## config.mk

```make
export PLATFORM = sky130hd
export DESIGN_NAME = byte_realigner
export DESIGN_NICKNAME = d
export VERILOG_FILES = /design/src/rtl/aln_pkg.sv /design/src/rtl/aln_ctrl.sv /design/src/rtl/aln_merge.sv /design/src/rtl/aln_enables.sv /design/src/rtl/byte_realigner.sv
export SDC_FILE = /design/constraint.sdc
export NUM_CORES = 1
export LEC_CHECK = 0
export BUFFER_PORTS_ARGS = -buffer_cell sky130_fd_sc_hd__buf_2
export CAP_MARGIN = 40
export CORE_AREA = 5 5 163 165
export CTS_CLUSTER_DIAMETER = 30
export DETAILED_ROUTE_END_ITERATION = 6
export DIE_AREA = 0 0 168 170
export GPL_ROUTABILITY_DRIVEN = 0
export GPL_TIMING_DRIVEN = 0
export PLACE_DENSITY_LB_ADDON = 0.15
export SYNTH_ARGS = -nofsm -noshare
export SYNTH_HDL_FRONTEND = slang
export SYNTH_SLANG_ARGS = --single-unit
```

## constraint.sdc

```tcl
create_clock -name clk -period 5.8 [get_ports clk]
set_clock_uncertainty 0.2 [all_clocks]
set_input_delay 1.16 -clock clk [delete_from_list [all_inputs] [get_ports clk]]
set_output_delay 1.16 -clock clk [all_outputs]
set_load 0.02 [all_outputs]
```

## src/rtl/aln_pkg.sv

```systemverilog
package aln_pkg;

    localparam int unsigned LANES = 4;
    localparam int unsigned CNT_W = 12;
    localparam int unsigned OFF_W = $clog2(LANES);
    localparam int unsigned DW    = 8 * LANES;
    localparam int unsigned WCNT_W = CNT_W + 1;

    typedef enum logic [1:0] {
        ST_IDLE  = 2'd0,
        ST_RUN   = 2'd1,
        ST_FLUSH = 2'd2
    } aln_state_e;

    typedef struct packed {
        logic [OFF_W-1:0] src_off;
        logic [OFF_W-1:0] dst_off;
        logic [CNT_W-1:0] count;
    } aln_cfg_t;

    // Number of whole words touched by n bytes starting at lane off.
    function automatic logic [WCNT_W-1:0] words_spanned(
        input logic [OFF_W-1:0] off,
        input logic [CNT_W-1:0] n
    );
        logic [CNT_W+1:0] tot;
        tot = {2'b00, n} + (CNT_W+2)'(off) + (CNT_W+2)'(LANES - 1);
        return WCNT_W'(tot >> OFF_W);
    endfunction

    // Upper word = current, lower word = held; take the window that
    // moves lanes up by sh.
    function automatic logic [DW-1:0] lane_merge(
        input logic [DW-1:0]    cur,
        input logic [DW-1:0]    held,
        input logic [OFF_W-1:0] sh
    );
        logic [2*DW-1:0] pair;
        logic [DW-1:0]   res;
        pair = {cur, held};
        res  = cur;
        for (int s = 0; s < LANES; s++) begin
            if (sh == OFF_W'(s)) res = pair[8*(LANES-s) +: DW];
        end
        return res;
    endfunction

endpackage

```

## src/rtl/aln_ctrl.sv

```systemverilog
module aln_ctrl
    import aln_pkg::*;
(
    input  logic                 clk,
    input  logic                 rst,
    input  logic                 start,
    input  aln_cfg_t             cfg,
    output logic                 cfg_ready,
    input  logic                 in_valid,
    output logic                 in_ready,
    input  logic                 out_ready,
    output logic                 out_valid,
    output logic                 out_last,
    output logic                 flush_sel,
    output logic                 load_hold,
    output logic [OFF_W-1:0]     shift,
    output logic [WCNT_W-1:0]    dst_idx,
    output logic [OFF_W-1:0]     dst_off,
    output logic [WCNT_W-1:0]    end_pos
);

    aln_state_e          state_q;
    logic [OFF_W-1:0]    sh_q, dst_q;
    logic                carry_q, flush_q;
    logic [WCNT_W-1:0]   src_words_q, dst_words_q, end_q;
    logic [WCNT_W-1:0]   src_idx_q, dst_idx_q;

    logic                prime, src_last, in_fire, out_fire, take;
    logic [WCNT_W-1:0]   s_words, d_words;
    logic                carry_n;

    assign s_words = words_spanned(cfg.src_off, cfg.count);
    assign d_words = words_spanned(cfg.dst_off, cfg.count);
    assign carry_n = cfg.src_off > cfg.dst_off;

    assign cfg_ready = (state_q == ST_IDLE);
    assign take      = start && cfg_ready;
    assign prime     = carry_q && (src_idx_q == '0);
    assign src_last  = (src_idx_q == src_words_q - 1'b1);

    assign in_ready  = (state_q == ST_RUN) && (prime || out_ready);
    assign out_valid = ((state_q == ST_RUN) && in_valid && !prime) ||
                       (state_q == ST_FLUSH);
    assign in_fire   = in_valid && in_ready;
    assign out_fire  = out_valid && out_ready;
    assign out_last  = (dst_idx_q == dst_words_q - 1'b1);

    assign flush_sel = (state_q == ST_FLUSH);
    assign load_hold = in_fire;
    assign shift     = sh_q;
    assign dst_idx   = dst_idx_q;
    assign dst_off   = dst_q;
    assign end_pos   = end_q;

    always_ff @(posedge clk) begin
        if (rst) begin
            state_q     <= ST_IDLE;
            sh_q        <= '0;
            dst_q       <= '0;
            carry_q     <= 1'b0;
            flush_q     <= 1'b0;
            src_words_q <= '0;
            dst_words_q <= '0;
            end_q       <= '0;
            src_idx_q   <= '0;
            dst_idx_q   <= '0;
        end else begin
            case (state_q)
                ST_IDLE: begin
                    if (take) begin
                        state_q     <= ST_RUN;
                        sh_q        <= cfg.dst_off - cfg.src_off;
                        dst_q       <= cfg.dst_off;
                        carry_q     <= carry_n;
                        src_words_q <= s_words;
                        dst_words_q <= d_words;
                        flush_q     <= ({1'b0, d_words} + (WCNT_W+1)'(carry_n))
                                       > {1'b0, s_words};
                        end_q       <= WCNT_W'(cfg.dst_off) + WCNT_W'(cfg.count);
                        src_idx_q   <= '0;
                        dst_idx_q   <= '0;
                    end
                end
                ST_RUN: begin
                    if (in_fire) begin
                        src_idx_q <= src_idx_q + 1'b1;
                        if (src_last) state_q <= flush_q ? ST_FLUSH : ST_IDLE;
                    end
                    if (out_fire) dst_idx_q <= dst_idx_q + 1'b1;
                end
                ST_FLUSH: begin
                    if (out_fire) begin
                        dst_idx_q <= dst_idx_q + 1'b1;
                        state_q   <= ST_IDLE;
                    end
                end
                default: state_q <= ST_IDLE;
            endcase
        end
    end

    // outside priming, a source word leaves only with an output word
    assert_input_pairs_output_R7: assert property (@(posedge clk) disable iff (rst)
        (in_fire && !prime) |-> out_fire);

    // accepting a start makes the block busy
    assert_start_busy_R8: assert property (@(posedge clk) disable iff (rst)
        take |=> !cfg_ready);

    // a transfer carries at least one byte
    assert_count_nonzero_R8: assert property (@(posedge clk) disable iff (rst)
        take |-> (cfg.count != '0));

    // acceptance of the final word ends the transfer
    assert_last_returns_idle_R5: assert property (@(posedge clk) disable iff (rst)
        (out_fire && out_last) |=> cfg_ready);

endmodule

```

## src/rtl/aln_merge.sv

```systemverilog
module aln_merge
    import aln_pkg::*;
(
    input  logic              clk,
    input  logic              rst,
    input  logic              load,
    input  logic              flush,
    input  logic [OFF_W-1:0]  shift,
    input  logic [DW-1:0]     in_data,
    output logic [DW-1:0]     out_data
);

    logic [DW-1:0] hold_q;
    logic [DW-1:0] cur;

    always_ff @(posedge clk) begin
        if (rst)       hold_q <= '0;
        else if (load) hold_q <= in_data;
    end

    assign cur      = flush ? '0 : in_data;
    assign out_data = lane_merge(cur, hold_q, shift);

endmodule

```

## src/rtl/aln_enables.sv

```systemverilog
module aln_enables
    import aln_pkg::*;
(
    input  logic               clk,
    input  logic               rst,
    input  logic               valid,
    input  logic [WCNT_W-1:0]  dst_idx,
    input  logic [OFF_W-1:0]   dst_off,
    input  logic [WCNT_W-1:0]  end_pos,
    output logic [LANES-1:0]   be
);

    localparam int unsigned POS_W = WCNT_W + OFF_W;

    for (genvar k = 0; k < LANES; k++) begin : g_lane
        logic [POS_W-1:0] pos;
        assign pos   = {dst_idx, OFF_W'(k)};
        assign be[k] = (pos >= POS_W'(dst_off)) && (pos < POS_W'(end_pos));
    end

    // no emitted word is empty
    assert_be_nonempty_R4: assert property (@(posedge clk) disable iff (rst)
        valid |-> (be != '0));

endmodule

```

## src/rtl/byte_realigner.sv

```systemverilog
module byte_realigner
    import aln_pkg::*;
(
    input  logic                 clk,
    input  logic                 rst,
    input  logic                 start,
    input  logic [OFF_W-1:0]     cfg_src_off,
    input  logic [OFF_W-1:0]     cfg_dst_off,
    input  logic [CNT_W-1:0]     cfg_count,
    output logic                 cfg_ready,
    input  logic                 in_valid,
    output logic                 in_ready,
    input  logic [DW-1:0]        in_data,
    output logic                 out_valid,
    input  logic                 out_ready,
    output logic [DW-1:0]        out_data,
    output logic [LANES-1:0]     out_be,
    output logic                 out_last
);

    aln_cfg_t            cfg;
    logic                flush_sel, load_hold;
    logic [OFF_W-1:0]    shift, dst_off;
    logic [WCNT_W-1:0]   dst_idx, end_pos;

    assign cfg = '{src_off: cfg_src_off, dst_off: cfg_dst_off, count: cfg_count};

    aln_ctrl u_ctrl (
        .clk       (clk),
        .rst       (rst),
        .start     (start),
        .cfg       (cfg),
        .cfg_ready (cfg_ready),
        .in_valid  (in_valid),
        .in_ready  (in_ready),
        .out_ready (out_ready),
        .out_valid (out_valid),
        .out_last  (out_last),
        .flush_sel (flush_sel),
        .load_hold (load_hold),
        .shift     (shift),
        .dst_idx   (dst_idx),
        .dst_off   (dst_off),
        .end_pos   (end_pos)
    );

    aln_merge u_merge (
        .clk      (clk),
        .rst      (rst),
        .load     (load_hold),
        .flush    (flush_sel),
        .shift    (shift),
        .in_data  (in_data),
        .out_data (out_data)
    );

    aln_enables u_enables (
        .clk     (clk),
        .rst     (rst),
        .valid   (out_valid),
        .dst_idx (dst_idx),
        .dst_off (dst_off),
        .end_pos (end_pos),
        .be      (out_be)
    );

endmodule

```

Yosys cells after proc, flatten, opt, wreduce, memory -nomap -nowiden

Cells that the tools add are included.

Bits in registers: 103
Latch bits: 0
Bits in writable memories: 0
ROM bits: 0
Input port bits: 53
Logic and storage cells: 82
Memories kept: 0

Add/subtract/negate cells: 11
Multiply operators: 0
Div/mod/pow operators: 0
$lt $le $gt $ge: 10
Eq/ne operators: 12
Shift operators: 0
Mux-type cells: 15
Bitwise gates (word level): 0
Reductions and logical operators: 23

Operators with widths:

| operator                                                             | count |
|---|---|
| 32-bit 2-to-1 mux                                                    | 4 |
| 15-bit by 2-bit >= comparator with 1-bit output                      | 4 |
| 15-bit by 13-bit < comparator with 1-bit output                      | 4 |
| 13-bit case mux with 2 select lines                                  | 2 |
| 13-bit 2-to-1 mux                                                    | 3 |
| 14-bit by 2-bit adder with 14-bit output, second input constant      | 2 |
| 12-bit by 2-bit adder with 13-bit output                             | 2 |
| 13-bit by 1-bit adder with 13-bit output, second input constant      | 2 |
| 13-bit == test                                                       | 2 |
| 12-bit by 1-bit subtractor with 13-bit output, second input constant | 2 |
| 14-bit by 12-bit > comparator with 1-bit output                      | 1 |
| 12-bit by 1-bit adder with 13-bit output                             | 1 |
| 2-bit by 12-bit adder with 13-bit output                             | 1 |
| 13-bit logical NOT                                                   | 1 |
| 1-bit logical AND                                                    | 11 |
| 2-bit 2-to-1 mux                                                     | 5 |
| 2-bit == test, second input constant                                 | 3 |
| 2-bit != test, second input constant                                 | 3 |
| 2-bit case mux with 3 select lines                                   | 1 |
| 3-bit AND reduction                                                  | 2 |
| 2-bit by 1-bit == test with 1-bit output, second input constant      | 2 |
| 2-bit by 1-bit != test with 1-bit output, second input constant      | 2 |
| 4-bit AND reduction                                                  | 1 |
| 2-bit nonzero test                                                   | 2 |
| other kinds (7)                                                      | 8 |

Longest topological paths before layout

Gate-level depths: netlist of run 1.

Depth in word-level cells: 8
Depth in mapped cells: 18
Gate-level depth less buffers: 18

By module

Synthesis of run 1 repeated with hierarchy kept, for this count alone.

Cell total of the unflattened synthesis: 870
Area, all modules: 7000.5 um2

Modules (own cells, without submodules):

| module      | times used | cells an instance | area an instance (um2) |
|---|---|---|---|
| aln_ctrl    | 1          | 607               | 4834.6 |
| aln_merge   | 1          | 202               | 1759.2 |
| aln_enables | 1          | 61                | 406.6 |

Worst setup path before layout of run 1

OpenSTA, ideal clock, no wires.

Path kind: input -> register
From: in cfg_dst_off[0]
To: reg u_ctrl.flush_q
Library setup time: 0.117 ns
Arrival time: 4.580 ns
Data required time: 5.483 ns
Path slack: 0.902 ns
Stages on the path: 18
Path buffers: 0
Cells stage by stage: ha_1 > inv_1 > fa_1 > xor2_1 > nor2_2 > nor3_1 > nor2_1 > ha_1 > maj3_1 > nand3_1 > nor2_1 > xnor2_1 > ha_1 > a21oi_1 > nor2b_1 > a2111oi_0 > a211oi_1 > a32o_1

Longest elaborated chain between the ends: 4
Elaborated cells on any way between the ends: 5
Classes of those cells: add/sub (3); order compare (2)

Ends and longest elaborated chain:

| what                                            | RTL line            | text |
|---|---|---|
| start: declaration                              | byte_realigner.sv:8 | `input logic [OFF_W-1:0] cfg_dst_off,` |
| 12-bit by 2-bit adder with 13-bit output        | aln_pkg.sv:27       | `tot = {2'b00, n} + (CNT_W+2)'(off) + (CNT_W+2)'(LANES - 1);` |
| 14-bit by 2-bit adder with 14-bit output        | aln_pkg.sv:27       |  |
| net u_ctrl.d_words[1]                           | aln_ctrl.sv:29      | `logic [WCNT_W-1:0] s_words, d_words;` |
| 12-bit by 1-bit adder with 13-bit output        | aln_ctrl.sv:77      | `flush_q <= ({1'b0, d_words} + (WCNT_W+1)'(carry_n))` |
| 14-bit by 12-bit > comparator with 1-bit output | aln_ctrl.sv:78      | `> {1'b0, s_words};` |
| end signal: assignment                          | aln_ctrl.sv:77      |  |
| end: declaration                                | aln_ctrl.sv:24      | `logic carry_q, flush_q;` |

The timed path passes the listed nets, and every way through them passes these cells.
A chain may end at the register's enable or synchronous reset.

Worst setup path after layout of run 1

From: in cfg_count[0]
To: reg u_ctrl.flush_q

Longest elaborated chain between the ends: 4
Elaborated cells on any way between the ends: 6
Classes of those cells: add/sub (5); order compare (1)

Ends and longest elaborated chain:

| what                                            | RTL line            | text |
|---|---|---|
| start: declaration                              | byte_realigner.sv:9 | `input logic [CNT_W-1:0] cfg_count,` |
| 12-bit by 2-bit adder with 13-bit output        | aln_pkg.sv:27       |  |
| 14-bit by 2-bit adder with 14-bit output        | aln_pkg.sv:27       |  |
| net u_ctrl.d_words[0]                           | aln_ctrl.sv:29      |  |
| 12-bit by 1-bit adder with 13-bit output        | aln_ctrl.sv:77      |  |
| 14-bit by 12-bit > comparator with 1-bit output | aln_ctrl.sv:78      |  |

The timed path passes the listed nets, and every way through them passes these cells.

==> flow_summary_export.csv, run 1 <==
group,metric,value,unit
timing,rsz0062_at_grt,"no",
die,die-area,28600,um2
synth,syn_inst,952,
status,status,"complete, no violations",
place,dpl_worst_slack,0.269,ns
timing,min_period_over_period,88.8,%
timing,tns,0,ns
power,pwr-share-comb,41.2,%
critical_path,reg2reg_slack,2.73,ns
timing,setup_viol,0,
grt,track_usage,16.9,%
final_layout,fin_util,34.1,%
clock_network,htreeDepth,3,
die,fp-row-count,58,
clock_network,clock_sinks,95,
clock_network,cts_hold_buf,0,
die,coreArea,24900,um2
power,p_int,1.40,mW
worst_hold_path,holdPathStages,2,
grt,met3_usage,2.76,%
place,post-dp-hpwl,19200,um
routing,wirelength,24400,um
routing,wire_per_inst,17.7,um
final_layout,diodes,0,
final_layout,fin_nets,1143,
power,p_sw_share,39.5,%
routing,dr.pass1.iters,4,
final_layout,layout-drive-gt1-share,13.2,%
critical_path,cp-start-kind,"input port",
grt,grt_pass1_vias,6903,
place,dpl_cell_area,8170,um2
place,io_buffers,83,
final_layout,syn_to_final_growth,15.4,%
clock_network,cts_tree,"yes",
critical_path,critPathMaxFanout,4,
timing,final_hold_viol_count,0,
clock_network,cts.clk_slew.worst_paths,0.07,ns
grt,antenna_found_initial,0,
timing,slew_headroom,47.3,%
critical_path,path_class,"input port to flop",
clock_network,clk_path_buf_depth,2,
synth,synth_seq_cells,95,
power,ir_drop,0.115,mV
grt,grt_util_met2,27.4,%
timing,slew_viol_final,0,
power,power_density,274,nW/um2
grt,grtUsageMet1,23.2,%
synth,async_reset_ff_share,0,%
power,seqPwrFrac,32.6,%
power,power_switching,0.916,mW
critical_path,crit_path_cell_trace,"buf_2, ha_1, inv_1, fa_1, xor2_1, xor2_1, ha_1, o31ai_1, a21oi_1, nand3_1, nor2_1, xnor2_1, ha_1, a21o_1, a21oi_1, nor2b_1, a2111oi_0, a211oi_1, a32o_1",
critical_path,critPathSlowestCell,"a2111oi_0",
clock_network,cts.root.buffer_cell,"clkbuf_16",
power,p_leak,3.13,nW
final_layout,fillers,2688,
timing,worst_slew_pin_slew,0.790,ns
synth,synth_edf_count,0,
timing,fmax,194,MHz
critical_path,reg2reg_to,"u_ctrl.state_q[0]$_SDFFE_PP0P_",
clock_network,cts_resized,0,
critical_path,critical_path_buf_inv_count,2,
critical_path,r2r_cells,9,
flow_run,maxCapViolations,0,
power,p_clk_share,26.2,%
critical_path,cp.arrival,5.20,ns
worst_hold_path,hp-class,"flop to flop",
die,initial_core_util,29.5,%
timing,worst_slack,0.648,ns
die,fp.dieH,170,um
grt,grt_pass1_wl,39000,um
critical_path,timing.rr.start,"u_ctrl.src_idx_q[0]$_SDFFE_PP0P_",
synth,synth_area,7340,um2
worst_hold_path,whs_endpoint,"u_merge.hold_q[8]$_SDFFE_PP0P_",
final_layout,final_common_cell,"nand2_1",
final_layout,mostFrequentLayoutCells,"nand2_1 (106), dfxtp_1 (95), buf_2 (87), nor2_1 (83), a21oi_1 (72)",
routing,dr_total_vias,7152,
clock_network,cts_made_buffers,9,
grt,grt_max_degree,16,
critical_path,path_delay_family,"compound AO/OA/AOI/OAI gates",
synth,yosysSeqAreaShare,25.9,%
final_layout,finish.instance_area,8480,um2
synth,syn_nets,1049,
synth,synth.distinct_cells,76,
routing,drc_errors,0,
synth,synth_top_flop_cell,"dfxtp_1",
critical_path,end_kind,"flop",
critical_path,critical_path_required,5.85,ns
synth,avgSynthCellArea,7.71,um2
die,ios,93,
routing,routed_via_density,5.18,
worst_hold_path,worstHoldStart,"u_merge.hold_q[8]$_SDFFE_PP0P_",
clock_network,cts_setup_buffers,0,
critical_path,worst_path_most_repeated_cell,"ha_1",
routing,antenna_left,0,
routing,drt-initial-drc-count,467,
die,die_w,168,um
critical_path,slowest_delay,0.52,ns
synth,yosys_warnings,0,
timing,period_minus_slack,5.15,ns
clock_network,clk_latency,0.35,ns
grt,grt-busiest-layer,"met2",
grt,gr-total-overflow,0,
per-layer routing:
metal	share of wire, %	vias up
li1	-	3562
met1	49	3378
met2	44	184
met3	4.8	28
met4	1.8	0
met5	0	-
worst register-to-register path, stage by stage (launching register included):
cell and delay, ns:
dfxtp_1 0.34, inv_1 0.11, ha_1 0.19, nor4b_1 0.42
a41oi_1 0.27, or2_0 0.27, clkbuf_1 0.21, nor4_1 0.39
nand4_1 0.25, a41o_1 0.30
stage by stage:
step	power (mW)	hold WS, ns	std cells
detailed placement	1.73	0.248	1365
global placement	1.73	0.246	1365
global route	2.48	0.272	1381
finish	2.32	0.255	1381
CTS	2.35	0.259	1381
floorplan	1.44	0.232	952
area by class of cell:
cell class | instances | area [um2] | share of cell area, %
multi-input combinational | 755 | 5040 | 59.4
sequential | 95 | 1900 | 22.4
inverter | 45 | 169 | 1.99
clock buffer | 13 | 280 | 3.31
clock inverter | 3 | 25.0 | 0.295
buffer | 57 | 238 | 2.80
tap | 330 | 413 | 4.87
timing repair buffer | 83 | 415 | 4.90
state kept, by name (all words and copies together) (netlist names):
name	count
u_ctrl.src_idx_q	13
u_merge.hold_q	24
u_ctrl.dst_idx	13
u_ctrl.carry_q	1
u_ctrl.shift	2
u_ctrl.state_q	2
u_ctrl.dst_off	2
u_ctrl.dst_words_q	12
u_ctrl.src_words_q	12
u_ctrl.end_pos	13
u_ctrl.flush_q	1
synth_stat cells, drive strengths merged (3+ instances only):
cell type | count | area (um2)
a211oi | 25 | 188
a21o | 8 | 61.3
a21oi | 73 | 369
a22oi | 16 | 120
a31oi | 9 | 56.3
and2 | 5 | 31.3
and3 | 10 | 62.6
buf | 13 | 72.6
clkbuf | 44 | 165
dfxtp | 95 | 1900
fa | 3 | 60.1
ha | 41 | 513
inv | 45 | 169
mux2i | 18 | 180
mux4 | 8 | 180
nand2 | 106 | 398
nand2b | 7 | 43.8
nand3 | 24 | 133
nand4 | 15 | 93.8
nor2 | 85 | 324
nor2b | 33 | 206
nor3 | 28 | 155
nor3b | 7 | 57.6
nor4 | 20 | 138
nor4b | 5 | 43.8
o211ai | 4 | 35.0
o21a | 16 | 120
o21ai | 41 | 205
o31ai | 4 | 30.0
or2 | 5 | 31.3
or3 | 11 | 70.1
or4 | 4 | 37.5
xnor2 | 66 | 586
xor2 | 25 | 219
kinds of logic after synthesis:
kind of cell	count (synthesis)	share of synthesized area, %
DFF	95	25.9
other	2	0.102
buffers and inverters	102	5.54
muxes	26	4.91
xor gates and xnor gates	91	11.0
and+or+nand+nor	371	25.6
adders and majority gates	45	7.94
AOI/OAI and AO/OA	220	19.1
power groups by stage:
stage | Sequential (mW) | Clock, mW | Combinational, mW
global route | 0.764 | 0.660 | 1.06
global placement | 0.772 | 0 | 0.956
floorplan | 0.752 | 0 | 0.685
detailed placement | 0.772 | 0 | 0.957
finish | 0.757 | 0.607 | 0.957
CTS | 0.757 | 0.630 | 0.961
worst max-delay path by stage:
| stage | from | depth (start not counted) | to | slack (ns) |
|---|---|---|---|---|
| final | cfg_count[0] | 19 | u_ctrl.flush_q$_SDFFE_PP0P_ | 0.65 |
| after global routing | cfg_count[0] | 19 | u_ctrl.flush_q$_SDFFE_PP0P_ | 0.13 |
| after CTS | cfg_count[0] | 19 | u_ctrl.flush_q$_SDFFE_PP0P_ | 0.64 |
| after detailed placement | cfg_count[0] | 19 | u_ctrl.flush_q$_SDFFE_PP0P_ | 0.27 |
| after global placement | cfg_count[0] | 19 | u_ctrl.flush_q$_SDFFE_PP0P_ | 0.24 |
| after floorplan | cfg_dst_off[0] | 18 | u_ctrl.flush_q$_SDFFE_PP0P_ | 0.90 |
(Power assumes the default switching activity.)
==> run 2, diff against run 1 <==
--- a/config.mk
+++ b/config.mk
@@ -14,6 +14,8 @@
 export GPL_ROUTABILITY_DRIVEN = 0
 export GPL_TIMING_DRIVEN = 0
 export PLACE_DENSITY_LB_ADDON = 0.15
+export RECOVER_POWER = 100
 export SYNTH_ARGS = -nofsm -noshare
 export SYNTH_HDL_FRONTEND = slang
 export SYNTH_SLANG_ARGS = --single-unit
+export TNS_END_PERCENT = 1
==> run 2 against run 1 <==
Net effect: wire length rose by 0.33%; critical endpoint unchanged; flip-flop and latch count stayed put; setup slack lost 0.082 ns; clock power hardly changed; utilization down 0.35 points; fmax down 1.6%; design area is 1.0% lower; sequential share of layout area rose by 0.23 points.
==> flow_summary_export.csv, run 2 (synthesis results as in run 1) <==
group,metric,value,unit
status,status,"complete, no violations",
final_layout,stdcell_count,1381,
critical_path,critical_path_required,5.85,ns
critical_path,end_kind,"flop",
routing,wire_per_inst,17.7,um
final_layout,final_common_cell,"nand2_1",
final_layout,mostFrequentLayoutCells,"nand2_1 (106), dfxtp_1 (95), clkbuf_1 (90), nor2_1 (85), a21oi_1 (73)",
final_layout,largest_register,"u_merge.hold_q",
critical_path,r2r_cells,8,
final_layout,diodes,0,
clock_network,cts_resized,0,
die,initial_core_util,29.5,%
final_layout,fillers,2721,
timing,setup_viol,0,
final_layout,fin_util,33.7,%
power,p_total,2.30,mW
routing,antenna_left,0,
final_layout,multi_input_area,5000,um2
grt,antenna_found_initial,0,
worst_hold_path,hp-class,"flop to flop",
clock_network,clk_latency,0.35,ns
clock_network,clk_path_buf_depth,2,
timing,slew_headroom,47.4,%
clock_network,cts_made_buffers,9,
die,coreArea,24900,um2
grt,grt_pass1_vias,6903,
critical_path,reg2reg_slack,2.74,ns
timing,slew_viol_final,0,
place,dp_cells,1365,
grt,gr-total-overflow,0,
clock_network,cts.clk_slew.worst_paths,0.07,ns
clock_network,cts_tree,"yes",
power,power_density,275,nW/um2
routing,wirelength,24500,um
power,ir_drop,0.115,mV
timing,rsz0062_at_grt,"no",
power,p_leak,2.99,nW
critical_path,worst_path_most_repeated_cell,"nor2_1",
die,die_w,168,um
critical_path,path_class,"input port to flop",
routing,drc_errors,0,
grt,grt_pass1_wl,39000,um
final_layout,regArea,1900,um2
timing,min_period_over_period,90.2,%
routing,routed_via_density,5.16,
grt,grt_max_degree,16,
timing,period_minus_slack,5.23,ns
flow_run,maxCapViolations,0,
place,post-dp-hpwl,19200,um
final_layout,largest_reg_flops,24,
timing,fmax,191,MHz
timing,final_hold_viol_count,0,
routing,dr_total_vias,7124,
critical_path,crit_path_cell_trace,"clkbuf_1, inv_1, fa_1, xor2_1, nor2_1, o21a_1, nor2_1, ha_1, maj3_1, nand3_1, nor2_1, xnor2_1, ha_1, a21oi_1, nor2b_1, a2111oi_0, a211oi_1, a32o_1",
critical_path,reg2reg_to,"u_ctrl.src_idx_q[9]$_SDFFE_PP0P_",
routing,dr.pass1.iters,5,
critical_path,cp-start-kind,"input port",
die,fp.dieH,170,um
clock_network,clock_sinks,95,
clock_network,cts.root.buffer_cell,"clkbuf_16",
timing,hold_slack,0.256,ns
critical_path,slowest_delay,0.56,ns
final_layout,syn_to_final_growth,14.3,%
die,ios,93,
worst_hold_path,holdPathStages,2,
critical_path,cp.arrival,5.28,ns
clock_network,cts_setup_buffers,0,
clock_network,htreeDepth,3,
timing,tns,0,ns
place,io_buffers,83,
grt,track_usage,16.9,%
worst_hold_path,whs_endpoint,"u_merge.hold_q[8]$_SDFFE_PP0P_",
critical_path,critPathMaxFanout,5,
critical_path,critPathSlowestCell,"fa_1",
critical_path,timing.rr.start,"u_ctrl.src_idx_q[0]$_SDFFE_PP0P_",
die,die-area,28600,um2
routing,drt-initial-drc-count,398,
worst_hold_path,worstHoldStart,"u_merge.hold_q[8]$_SDFFE_PP0P_",
timing,worst_slew_pin_slew,0.789,ns
final_layout,layout-drive-gt1-share,8.37,%
die,fp-row-count,58,
final_layout,fin_nets,1143,
clock_network,cts_hold_buf,0,
-- run 2: metal layers --
metal	vias to the layer above	part of all wire (%)	track usage, %
met3	31	4.9	2.76
li1	3553	-	-
met1	3351	49	23.2
met4	0	1.9	5.19
met2	189	44	27.4
met5	-	0	0
-- run 2: report_power, final --
part	switching [mW]	leakage, nW	internal, mW	total (mW)
clock	0.269	0.148	0.340	0.609
combinational	0.597	2.07	0.341	0.938
sequential	0.0523	0.774	0.705	0.757
-- run 2: final cells by class --
| cell class | instances | share of cell area (%) |
|---|---|---|
| Buffer | 57 | 2.82 |
| Clock buffer | 13 | 3.34 |
| Inverter | 45 | 2.01 |
| Multi-Input combinational cell | 755 | 59.6 |
| Timing Repair Buffer | 83 | 4.31 |
| Sequential cell | 95 | 22.7 |
| Clock inverter | 3 | 0.298 |
| Tap cell | 330 | 4.92 |
-- run 2: worst max-delay path by stage --
| stage | endpoint | slack (ns) | cells past startpoint | startpoint |
|---|---|---|---|---|
| final | u_ctrl.flush_q$_SDFFE_PP0P_ | 0.57 | 18 | cfg_dst_off[1] |
| after global routing | u_ctrl.flush_q$_SDFFE_PP0P_ | 0.11 | 18 | cfg_dst_off[1] |
| after CTS | u_ctrl.flush_q$_SDFFE_PP0P_ | 0.64 | 19 | cfg_count[0] |
| after detailed placement | u_ctrl.flush_q$_SDFFE_PP0P_ | 0.27 | 19 | cfg_count[0] |
| after global placement | u_ctrl.flush_q$_SDFFE_PP0P_ | 0.24 | 19 | cfg_count[0] |
| after floorplan | u_ctrl.flush_q$_SDFFE_PP0P_ | 0.90 | 18 | cfg_dst_off[0] |
-- run 2: through the flow --
stage	worst slack, ns	instance area, um2
finish	0.566	8390
global route	0.107	8390
CTS	0.639	8480
detailed placement	0.269	8170
global placement	0.240	8170
floorplan	0.902	7340
-- run 2: critical path: cells and delay by family --
family,cells,cell delay [ns]
buf+inv,2,0.36
fa+ha+maj,4,1.44
simple gates,5,0.64
compound gates,5,1.23
xor+xnor,2,0.44
